===== config.mk =====
export PLATFORM = sky130hd
export DESIGN_NAME = dmach_csr
export DESIGN_NICKNAME = d
export VERILOG_FILES = /design/src/rtl/dmach_pkg.sv /design/src/rtl/dmach_decode.sv /design/src/rtl/dmach_chan_slot.sv /design/src/rtl/dmach_datapath.sv /design/src/rtl/dmach_csr.sv
export SDC_FILE = /design/constraint.sdc
export NUM_CORES = 2
export LEC_CHECK = 0
export BUFFER_PORTS_ARGS = -buffer_cell sky130_fd_sc_hd__buf_4
export CORE_AREA = 3 3 456 458
export CTS_CLUSTER_DIAMETER = 30
export DETAILED_ROUTE_END_ITERATION = 10
export DIE_AREA = 0 0 459 461
export PLACE_DENSITY = 0.53
export REMOVE_ABC_BUFFERS = 1
export SLEW_MARGIN = 25
export SYNTH_ARGS = -nofsm -noshare
export SYNTH_HDL_FRONTEND = slang
export SYNTH_HIERARCHICAL = 1
export SYNTH_SLANG_ARGS = --single-unit
export TNS_END_PERCENT = 1

===== constraint.sdc =====
create_clock -name clk -period 3.38 [get_ports clk]
set_input_delay 0.676 -clock clk [delete_from_list [all_inputs] [get_ports clk]]
set_output_delay 0.676 -clock clk [all_outputs]
set_load 0.1 [all_outputs]

===== src/rtl/dmach_pkg.sv =====
package dmach_pkg;
  localparam int NUM_CH      = 8;
  localparam int DATA_W      = 32;
  localparam int ADDR_W      = 8;
  localparam int SLOT_W      = 4;
  localparam int STATE_W     = 2;
  localparam int DESC_WORDS  = 4;
  localparam int CH_W        = $clog2(NUM_CH);
  localparam int WORD_W      = $clog2(DESC_WORDS);

  localparam int OFF_CTL0    = 'h00;
  localparam int OFF_CTL1    = 'h04;
  localparam int OFF_CTL2    = 'h08;
  localparam int OFF_STS0    = 'h10;
  localparam int OFF_STS1    = 'h14;
  localparam int DESC_BASE   = 'h20;
  localparam int DESC_STRIDE = DESC_WORDS * 4;
  localparam int DESC_END    = DESC_BASE + DESC_STRIDE * NUM_CH;

  localparam int START_LSB   = 8;
  localparam int ERR_LSB     = 8;
  localparam int STATE_LSB   = 16;

  localparam logic [1:0] MODE_OFF   = 2'd0;
  localparam logic [1:0] ST_IDLE    = 2'd0;

  typedef enum logic [2:0] {
    SEL_ZERO, SEL_CTL0, SEL_CTL1, SEL_CTL2, SEL_STS0, SEL_DESC
  } rdSel_e;

  typedef struct packed {
    logic              wrCtl0;
    logic              wrCtl1;
    logic              wrCtl2;
    logic              wrSts0;
    logic              wrDesc;
    logic [CH_W-1:0]   descCh;
    logic [WORD_W-1:0] descWord;
    rdSel_e            rdSel;
  } csrStrobe_t;
endpackage


===== src/rtl/dmach_decode.sv =====
module dmach_decode
  import dmach_pkg::*;
(
  input  logic              busSel,
  input  logic              busWrite,
  input  logic [ADDR_W-1:0] busAddr,
  output csrStrobe_t        strb
);
  logic [ADDR_W-1:0] descOffs;
  logic              wrAcc;
  logic              descHit;

  assign wrAcc    = busSel && busWrite;
  assign descOffs = busAddr - ADDR_W'(DESC_BASE);
  assign descHit  = (busAddr >= ADDR_W'(DESC_BASE)) &&
                    (int'(busAddr) < DESC_END) &&
                    (descOffs[1:0] == 2'b00);

  always_comb begin
    strb          = '0;
    strb.rdSel    = SEL_ZERO;
    strb.descCh   = CH_W'(descOffs >> 4);
    strb.descWord = descOffs[WORD_W+1:2];
    if (descHit) begin
      strb.rdSel  = SEL_DESC;
      strb.wrDesc = wrAcc;
    end else begin
      case (busAddr)
        ADDR_W'(OFF_CTL0): begin strb.rdSel = SEL_CTL0; strb.wrCtl0 = wrAcc; end
        ADDR_W'(OFF_CTL1): begin strb.rdSel = SEL_CTL1; strb.wrCtl1 = wrAcc; end
        ADDR_W'(OFF_CTL2): begin strb.rdSel = SEL_CTL2; strb.wrCtl2 = wrAcc; end
        ADDR_W'(OFF_STS0): begin strb.rdSel = SEL_STS0; strb.wrSts0 = wrAcc; end
        default:           strb.rdSel = SEL_ZERO;
      endcase
    end
  end
endmodule


===== src/rtl/dmach_chan_slot.sv =====
module dmach_chan_slot
  import dmach_pkg::*;
(
  input  logic               clk,
  input  logic               rstN,
  input  logic               wrCtl0,
  input  logic [2:0]         ctlNib,
  input  logic               wrCtl2,
  input  logic               enBit,
  input  logic               startBit,
  input  logic               wrSts0,
  input  logic               clrIrq,
  input  logic               clrErr,
  input  logic [STATE_W-1:0] engState,
  input  logic               engDone,
  input  logic               engErr,
  output logic [1:0]         mode,
  output logic               dir,
  output logic               irqEn,
  output logic               start,
  output logic               irqFlag,
  output logic               errFlag,
  output logic               abort,
  output logic               irqReq
);
  logic setIrq;
  assign setIrq = engDone || engErr;

  always_ff @(posedge clk or negedge rstN) begin
    if (!rstN) begin
      mode    <= MODE_OFF;
      dir     <= 1'b0;
      irqEn   <= 1'b0;
      start   <= 1'b0;
      irqFlag <= 1'b0;
      errFlag <= 1'b0;
    end else begin
      if (wrCtl0) begin
        mode <= ctlNib[1:0];
        dir  <= ctlNib[2];
      end
      if (wrCtl2) irqEn <= enBit;
      start <= wrCtl2 && startBit && (engState == ST_IDLE);
      if (setIrq)                irqFlag <= 1'b1;
      else if (wrSts0 && clrIrq) irqFlag <= 1'b0;
      if (engErr)                          errFlag <= 1'b1;
      else if (wrSts0 && (clrIrq || clrErr)) errFlag <= 1'b0;
    end
  end

  assign abort  = (mode == MODE_OFF);
  assign irqReq = irqFlag && irqEn;

  p_mode_follows_r2: assert property (@(posedge clk) disable iff (!rstN)
    wrCtl0 |=> (mode == $past(ctlNib[1:0]) && dir == $past(ctlNib[2])));
  p_start_cause_r4: assert property (@(posedge clk) disable iff (!rstN)
    start |-> $past(wrCtl2 && startBit));
  p_start_idle_r5: assert property (@(posedge clk) disable iff (!rstN)
    start |-> $past(engState == ST_IDLE));
  p_event_sets_r6: assert property (@(posedge clk) disable iff (!rstN)
    setIrq |=> irqFlag);
  p_err_pairs_r6: assert property (@(posedge clk) disable iff (!rstN)
    errFlag |-> irqFlag);
  p_clear_r7: assert property (@(posedge clk) disable iff (!rstN)
    (wrSts0 && clrIrq && !setIrq) |=> (!irqFlag && !errFlag));
endmodule


===== src/rtl/dmach_datapath.sv =====
module dmach_datapath
  import dmach_pkg::*;
(
  input  logic                                  clk,
  input  logic                                  rstN,
  input  csrStrobe_t                            strb,
  input  logic [DATA_W-1:0]                     busWdata,
  output logic [DATA_W-1:0]                     busRdata,
  input  logic [NUM_CH*STATE_W-1:0]             engState,
  input  logic [NUM_CH-1:0]                     engDone,
  input  logic [NUM_CH-1:0]                     engErr,
  output logic [NUM_CH*2-1:0]                   chMode,
  output logic [NUM_CH-1:0]                     chDir,
  output logic [NUM_CH-1:0]                     chStart,
  output logic [NUM_CH-1:0]                     chAbort,
  output logic [NUM_CH*DESC_WORDS*DATA_W-1:0]   descData,
  output logic                                  irqOut
);
  localparam int DESC_TOTAL = NUM_CH * DESC_WORDS;

  logic [NUM_CH-1:0] irqEn, irqFlag, errFlag, irqReq;
  logic [DATA_W-1:0] ctl1Word;
  logic [DATA_W-1:0] ctl0Word, ctl2Word, sts0Word;
  logic [DATA_W-1:0] descMem [DESC_TOTAL];
  logic [CH_W+WORD_W-1:0] descIdx;

  for (genvar ch = 0; ch < NUM_CH; ch++) begin : g_slot
    dmach_chan_slot u_slot (
      .clk      (clk),
      .rstN     (rstN),
      .wrCtl0   (strb.wrCtl0),
      .ctlNib   (busWdata[SLOT_W*ch +: 3]),
      .wrCtl2   (strb.wrCtl2),
      .enBit    (busWdata[ch]),
      .startBit (busWdata[START_LSB+ch]),
      .wrSts0   (strb.wrSts0),
      .clrIrq   (busWdata[ch]),
      .clrErr   (busWdata[ERR_LSB+ch]),
      .engState (engState[STATE_W*ch +: STATE_W]),
      .engDone  (engDone[ch]),
      .engErr   (engErr[ch]),
      .mode     (chMode[2*ch +: 2]),
      .dir      (chDir[ch]),
      .irqEn    (irqEn[ch]),
      .start    (chStart[ch]),
      .irqFlag  (irqFlag[ch]),
      .errFlag  (errFlag[ch]),
      .abort    (chAbort[ch]),
      .irqReq   (irqReq[ch])
    );
  end

  always_ff @(posedge clk or negedge rstN) begin
    if (!rstN) ctl1Word <= '0;
    else if (strb.wrCtl1) ctl1Word <= busWdata;
  end

  assign descIdx = {strb.descCh, strb.descWord};

  always_ff @(posedge clk or negedge rstN) begin
    if (!rstN) begin
      for (int i = 0; i < DESC_TOTAL; i++) descMem[i] <= '0;
    end else if (strb.wrDesc) begin
      descMem[descIdx] <= busWdata;
    end
  end

  for (genvar k = 0; k < DESC_TOTAL; k++) begin : g_desc_out
    assign descData[DATA_W*k +: DATA_W] = descMem[k];
  end

  always_comb begin
    ctl0Word = '0;
    ctl2Word = '0;
    sts0Word = '0;
    for (int ch = 0; ch < NUM_CH; ch++) begin
      ctl0Word[SLOT_W*ch +: SLOT_W] = {1'b0, chDir[ch], chMode[2*ch +: 2]};
      ctl2Word[ch]                  = irqEn[ch];
      sts0Word[ch]                  = irqFlag[ch];
      sts0Word[ERR_LSB+ch]          = errFlag[ch];
      sts0Word[STATE_LSB+STATE_W*ch +: STATE_W] = engState[STATE_W*ch +: STATE_W];
    end
  end

  always_comb begin
    case (strb.rdSel)
      SEL_CTL0: busRdata = ctl0Word;
      SEL_CTL1: busRdata = ctl1Word;
      SEL_CTL2: busRdata = ctl2Word;
      SEL_STS0: busRdata = sts0Word;
      SEL_DESC: busRdata = descMem[descIdx];
      default:  busRdata = '0;
    endcase
  end

  assign irqOut = |irqReq;

  p_desc_write_r10: assert property (@(posedge clk) disable iff (!rstN)
    strb.wrDesc |=> (descMem[$past(descIdx)] == $past(busWdata)));
  p_irq_needs_enable_r9: assert property (@(posedge clk) disable iff (!rstN)
    (irqEn == '0) |-> !irqOut);
endmodule


===== src/rtl/dmach_csr.sv =====
module dmach_csr
  import dmach_pkg::*;
(
  input  logic                                clk,
  input  logic                                rstN,
  input  logic                                busSel,
  input  logic                                busWrite,
  input  logic [ADDR_W-1:0]                   busAddr,
  input  logic [DATA_W-1:0]                   busWdata,
  output logic [DATA_W-1:0]                   busRdata,
  input  logic [NUM_CH*STATE_W-1:0]           engState,
  input  logic [NUM_CH-1:0]                   engDone,
  input  logic [NUM_CH-1:0]                   engErr,
  output logic [NUM_CH*2-1:0]                 chMode,
  output logic [NUM_CH-1:0]                   chDir,
  output logic [NUM_CH-1:0]                   chStart,
  output logic [NUM_CH-1:0]                   chAbort,
  output logic [NUM_CH*DESC_WORDS*DATA_W-1:0] descData,
  output logic                                irqOut
);
  csrStrobe_t strb;

  dmach_decode u_decode (
    .busSel   (busSel),
    .busWrite (busWrite),
    .busAddr  (busAddr),
    .strb     (strb)
  );

  dmach_datapath u_datapath (
    .clk      (clk),
    .rstN     (rstN),
    .strb     (strb),
    .busWdata (busWdata),
    .busRdata (busRdata),
    .engState (engState),
    .engDone  (engDone),
    .engErr   (engErr),
    .chMode   (chMode),
    .chDir    (chDir),
    .chStart  (chStart),
    .chAbort  (chAbort),
    .descData (descData),
    .irqOut   (irqOut)
  );
endmodule


# Yosys cells after proc, flatten, opt, wreduce, memory -nomap -nowiden
# Index checks and enable logic that the tools add are counted.
# op_classes
order_cmp	4
eq_ne	8
bitwise_logic	1
div	0
shifts	0
n_mux	47
n_addsub	1
n_mul	0
reduce_logical	95
# ops
cell	n
bitwise mux 1024 bit	1
binary-select mux 32 bit (select 5 bit)	1
demux 32 bit (select 5 bit)	1
case mux 32 bit (5 select lines)	1
two-way mux 32 bit	3
logical AND 1 bit	44
two-way mux 1 bit	37
zero test 2 bit	17
nonzero test 2 bit	16
logical OR 1 bit	16
case mux 3 bit (4 select lines)	1
equality test 8 x 3 -> 1 bit, second input constant	1
equality test 8 x 4 -> 1 bit, second input constant	1
equality test 8 x 5 -> 1 bit, second input constant	1
greater-or-equal comparator 8 x 6 -> 1 bit, second input constant	1
zero test 8 bit	1
< comparator 8 bit, second input constant	1
OR reduction 8 bit	1
subtractor 7 x 6 -> 7 bit, second input constant	1
equality test 3 x 2 -> 1 bit, second input constant	2
equality test 3 bit, second input constant	2
greater-or-equal comparator 6 bit, second input constant	1
< comparator 6 x 1 -> 1 bit, second input constant	1
inverter 5 -> 6 bit	1
3 further kinds	3
# word_totals
mem_bits_rw	0
memories	0
out_inout_bits	1097
romBits	0
latchBits	0
register_bits	1112
elab_cells	237

# Longest topological paths before layout
# logic_depth
ltp_word	7
depth_mapped	11

# By module
# The synthesis kept the hierarchy.
# modules_own_cells
mod	instances	area_each_um2	seq_area_each_um2	cells_per_inst
dmach_datapath	1	48589.1	26425.3	3481
dmach_chan_slot	8	264.0	175.2	19
dmach_decode	1	188.9	0.0	22

# Least setup slack after synthesis
# No wires, ideal clock.
# synth_timing
path_type	in2out
start	in busAddr[3]
end	out busRdata[0]
setup_slack_ns	-1.213
arrival_ns	3.917
path_buffers	1
t_required_ns	2.704
path_stages	6
path_cell_list	or3b_1 a2111oi_2 nor2b_1 clkbuf_1 a22oi_1 o221ai_1
# synth_rtl
item	line_no	source
start, declared	dmach_csr.sv:8	input logic [ADDR_W-1:0] busAddr,
end, declared	dmach_csr.sv:10	output logic [DATA_W-1:0] busRdata,

# Worst setup path after layout
# layout_timing
start	in busAddr[3]
end	out busRdata[29]
# layout_via
elab_chain_cells	6
# layout_lines
item	line_no	source
subtractor 7 x 6 -> 7 bit (tied with other cells)	dmach_decode.sv:14	assign descOffs = busAddr - ADDR_W'(DESC_BASE);
inverter 5 -> 6 bit (implied by the code) / logical AND 1 bit (equally long branches)	dmach_datapath.sv:91, dmach_decode.sv:15	
binary-select mux 32 bit (select 5 bit) / logical AND 1 bit (equally long branches)	dmach_datapath.sv:91, dmach_decode.sv:16	
two-way mux 32 bit (implied by the code) / two-way mux 3 bit (equally long branches)	dmach_datapath.sv:91, dmach_decode.sv:24	
two-way mux 32 bit (implied by the code) (tied with other cells)	dmach_datapath.sv:91	SEL_DESC: busRdata = descMem[descIdx];
case mux 32 bit (5 select lines) (*)	dmach_datapath.sv:86	case (strb.rdSel)
# Mark *: on every way between the ends. The rest lies on a longest branch, timed or not. The select of a mux whose other input is x is not followed.

==> parameters.txt <==
Parameter                              Value

Status
  Outcome    finished with violations
  Failing checks    negative setup slack

Critical path
  Cell with the largest stage delay on the worst path    sky130_fd_sc_hd__nor4_1
  Worst Path Arrival    3.17 ns
  Required time of the worst setup path    ~2.7 ns
  Cells on worst reg2reg path    2
  Slowest cell delay on critical path    approximately 0.53 ns
  Path type of the worst setup path    in2out
  Worst reg2reg setup slack    around 2.0 ns
  Critical Path End Type    output pin
  Category of cells accounting for the largest share of critical-path delay    buffers and inverters
  Kind of launch point of the worst setup path    primary input
  Reg2reg end    u_datapath/g_slot[7].u_slot/irqFlag
  Dominant cell type by count on the critical path    sky130_fd_sc_hd__buf_4
  Number of buffer and inverter stages on the critical path    5
  Critical Path, Cell by Cell    buf_4 > buf_12 > buf_4 > or4b_4 > buf_4 > o22ai_1 > nor4_1 > nand2_1 > a221o_1 > buf_12
  Critical R2R Launch    u_datapath/g_slot[7].u_slot/irqFlag
  Highest fanout seen on the critical path    11

Hold path
  Destination of the worst hold path    u_datapath/g_slot[1].u_slot/errFlag
  Worst min path class    in2reg
  Hold Path Depth    5
  Hold path start    busAddr[7]

STA
  Highest clock rate    around 0.26 GHz
  Clock period minus final worst setup slack    slightly below 4 ns
  Hold Vio Cnt, Final    0
  Maximum clock skew at final layout    0 ns
  Pins over their slew limit    0
  Worst hold slack    0.300 ns
  Final total negative setup slack    -10.45 ns
  Unrepaired setup endpoints after global routing    yes
  Least-Margin Pin Slew    roughly 0.75 ns
  Worst rel slew slack    0.497
  Count of endpoints failing setup in the final report    32
  Final worst-path cycle share    1.14
  Worst setup margin    -0.465 ns

Finish
  Most common library cell in the layout ignoring fill and taps    sky130_fd_sc_hd__buf_4
  Ratio of cells with drive above 1 in the final layout    0.607
  Utilization after layout    0.395
  Area of all placed cells without fillers    80700 sq um
  Net count reported at finish    5393
  Syn-to-layout area delta    58.6%
  Leading cell types in the layout, fill and taps excluded    sky130_fd_sc_hd__buf_4, sky130_fd_sc_hd__dfrtp_1, sky130_fd_sc_hd__mux2_2
  Post-route non-filler standard cell count    a little over 8000

Clock tree
  Number of H-tree levels    5
  Total number of clock tree sinks    1112
  Register clock-pin slew on the reported worst setup and hold paths    approximately 0.030 ns
  CTS Buf Count    between 300 and 400
  Clock tree from TritonCTS    built
  Largest buffer count on any clock path    4
  Root Buffer Master    sky130_fd_sc_hd__clkbuf_16
  Clock network latency to the later pin of the worst-skew pair    around 0.9 ns

Floorplanning
  Number of rows in the core area    between 150 and 200
  Starting density of the core    0.249
  Num ports    roughly 1200
  DIE WIDTH    between 400 and 500 um
  Vertical extent of the die    461 um
  Core outline area    ~200000 sq um
  Area of the die    approximately 210000 sq um

Logic synthesis
  Post-synth top flop    sky130_fd_sc_hd__dfrtp_1
  Portion of the post-synthesis area used by sequential elements    0.547
  Syn avg cell area    13.9 sq um
  Cells after synthesis    3655
  Number of enable flip-flop cells after synthesis    0
  Netlist cell types    54
  Post-synth ARST share    1.00
  Yosys warns    6
  Register bit total from synthesis    around 1100
  Summed instance area of the synthesized netlist    50900 sq um

Pwr
  LEAKAGE    just over 40 nW
  Design Power    ~54 mW
  Total power density per cell area    664 nW/um^2
  Worst-case vdd ir drop    0.000531 V

Drt
  Overall via count from detail_route    42200
  Iter 0 DRT Violations    3331
  Post-DR wirelength/cell    around 37 um
  Number of nets still failing antenna checks after routing    0
  Post-DR vias/cell    5.10
  First-pass iteration count of the detailed router    7
  Residual DRC count    0
  Final Routed Wirelength    between 300 and 400 mm

Global route
  Number of antenna violations at the first check in global routing    39
  Global-route wire length before repair    399 mm
  Via count of the first global-routing pass    ~44000
  GRT Total Usage    0.277
  Pin count of the biggest net entering global routing    97
  Sum of overflow across all layers after global routing    0

Place
  Placed inst area    about 67000 sq um
  # port buffers    between 1000 and 1500
  Pre-CTS WS    -1.13 ns
  Placer Congestion    just under 0.9
  DP Cell Count    about 7600
  Total half-perimeter wirelength after legalization and detailed placement    ~220 mm

Run
  Total of max-cap violations    0
## final cells by class
type	instances	area (sq um)
sequential	1112	27800
inverter	2	7.51
antenna	18	45.0
timing repair buffer	1665	15100
tap	2688	3360
clock buffer	463	9650
multi-input combinational	2200	22700
fill	19500	124000
clock inverter	128	2010
## how the worst max path moves through the flow
stage                from            to  slack [ns]  cells after the start
2_1_floorplan  busAddr[2]   busRdata[0]       -2.33                      5
3_3_place_gp   busAddr[5]  busRdata[18]       -1.11                     13
3_5_place_dp   busAddr[5]  busRdata[18]       -1.13                     13
4_1_cts        busAddr[2]   busRdata[9]       -0.41                     12
5_1_grt        busAddr[5]  busRdata[18]       -0.45                     13
6_report       busAddr[3]  busRdata[29]       -0.46                     10
## synth_stat cells, types with 9 or more instances
cell type / count / share of area
sky130_fd_sc_hd__dfrtp_1: 1112 / 0.55
sky130_fd_sc_hd__mux2_2: 1018 / 0.23
sky130_fd_sc_hd__mux2i_1: 519 / 0.10
sky130_fd_sc_hd__o22ai_1: 256 / 0.031
sky130_fd_sc_hd__buf_2: 156 / 0.015
sky130_fd_sc_hd__clkbuf_1: 115 / 0.0085
sky130_fd_sc_hd__mux2_1: 71 / 0.016
sky130_fd_sc_hd__nor4_1: 59 / 0.0073
sky130_fd_sc_hd__nand2_1: 57 / 0.0042
sky130_fd_sc_hd__buf_4: 46 / 0.0068
sky130_fd_sc_hd__nor2_1: 36 / 0.0027
sky130_fd_sc_hd__a22oi_1: 30 / 0.0044
sky130_fd_sc_hd__a221o_1: 21 / 0.0041
sky130_fd_sc_hd__buf_6: 18 / 0.0040
sky130_fd_sc_hd__or4_1: 11 / 0.0016
sky130_fd_sc_hd__nor3_1: 10 / 0.00098
sky130_fd_sc_hd__and2_1: 9 / 0.0011
## what timing repair did
action / in CTS / in global routing
gates cloned: 6 / 0
hold buffers: 39 / 0
setup endpoints to repair: 32 / 32
buffers inserted: 46 / 6
hold endpoints to repair: 86 / 0
resized for setup: 221 / 65
pin swaps: 34 / 22
## kinds of logic (layout without fill, tap and decap cells)
| group | Yosys count | count (layout) | synth area share |
|---|---|---|---|
| muxes | 1608 | 1608 | 0.343 |
| DFF | 1112 | 1112 | 0.547 |
| AOI/OAI and AO/OA | 350 | 350 | 0.0465 |
| buffers and inverters | 343 | 2258 | 0.0352 |
| and+or+nand+nor | 240 | 240 | 0.0281 |
| xor gates and xnor gates | 2 | 2 | 0.000344 |
| other | 0 | 18 | 0 |
## registers in the layout (all words and copies together) (netlist names)
signal,flops
u_datapath/ctl1Word,32
u_datapath/descData,1024
u_datapath/g_slot.u_slot/dir,8
u_datapath/g_slot.u_slot/errFlag,8
u_datapath/g_slot.u_slot/irqEn,8
u_datapath/g_slot.u_slot/irqFlag,8
u_datapath/g_slot.u_slot/mode,16
u_datapath/g_slot.u_slot/start,8
## power by group
part	switching [mW]	leakage (nW)	internal [mW]	total (mW)
logic	5.19	19.6	1.64	6.82
registers	0.435	15.3	13.8	14.2
clock network	9.16	5.72	23.3	32.5
## routing by layer
metal	GRT usage	up-vias	wire length, um
met5	0	-	117
met4	0.118	20	13700
met2	0.438	2134	139000
met1	0.344	22400	122000
li1	-	17100	-
met3	0.0917	535	27900
## worst reg2reg max path, delay by kind of cell, from the launching register on
kind / cells / cell delay [ns]
flops: 1 / 0.48
buf+inv: 1 / 0.55
compound gates: 1 / 0.29
No activity file was read; power rests on OpenSTA's default activity.
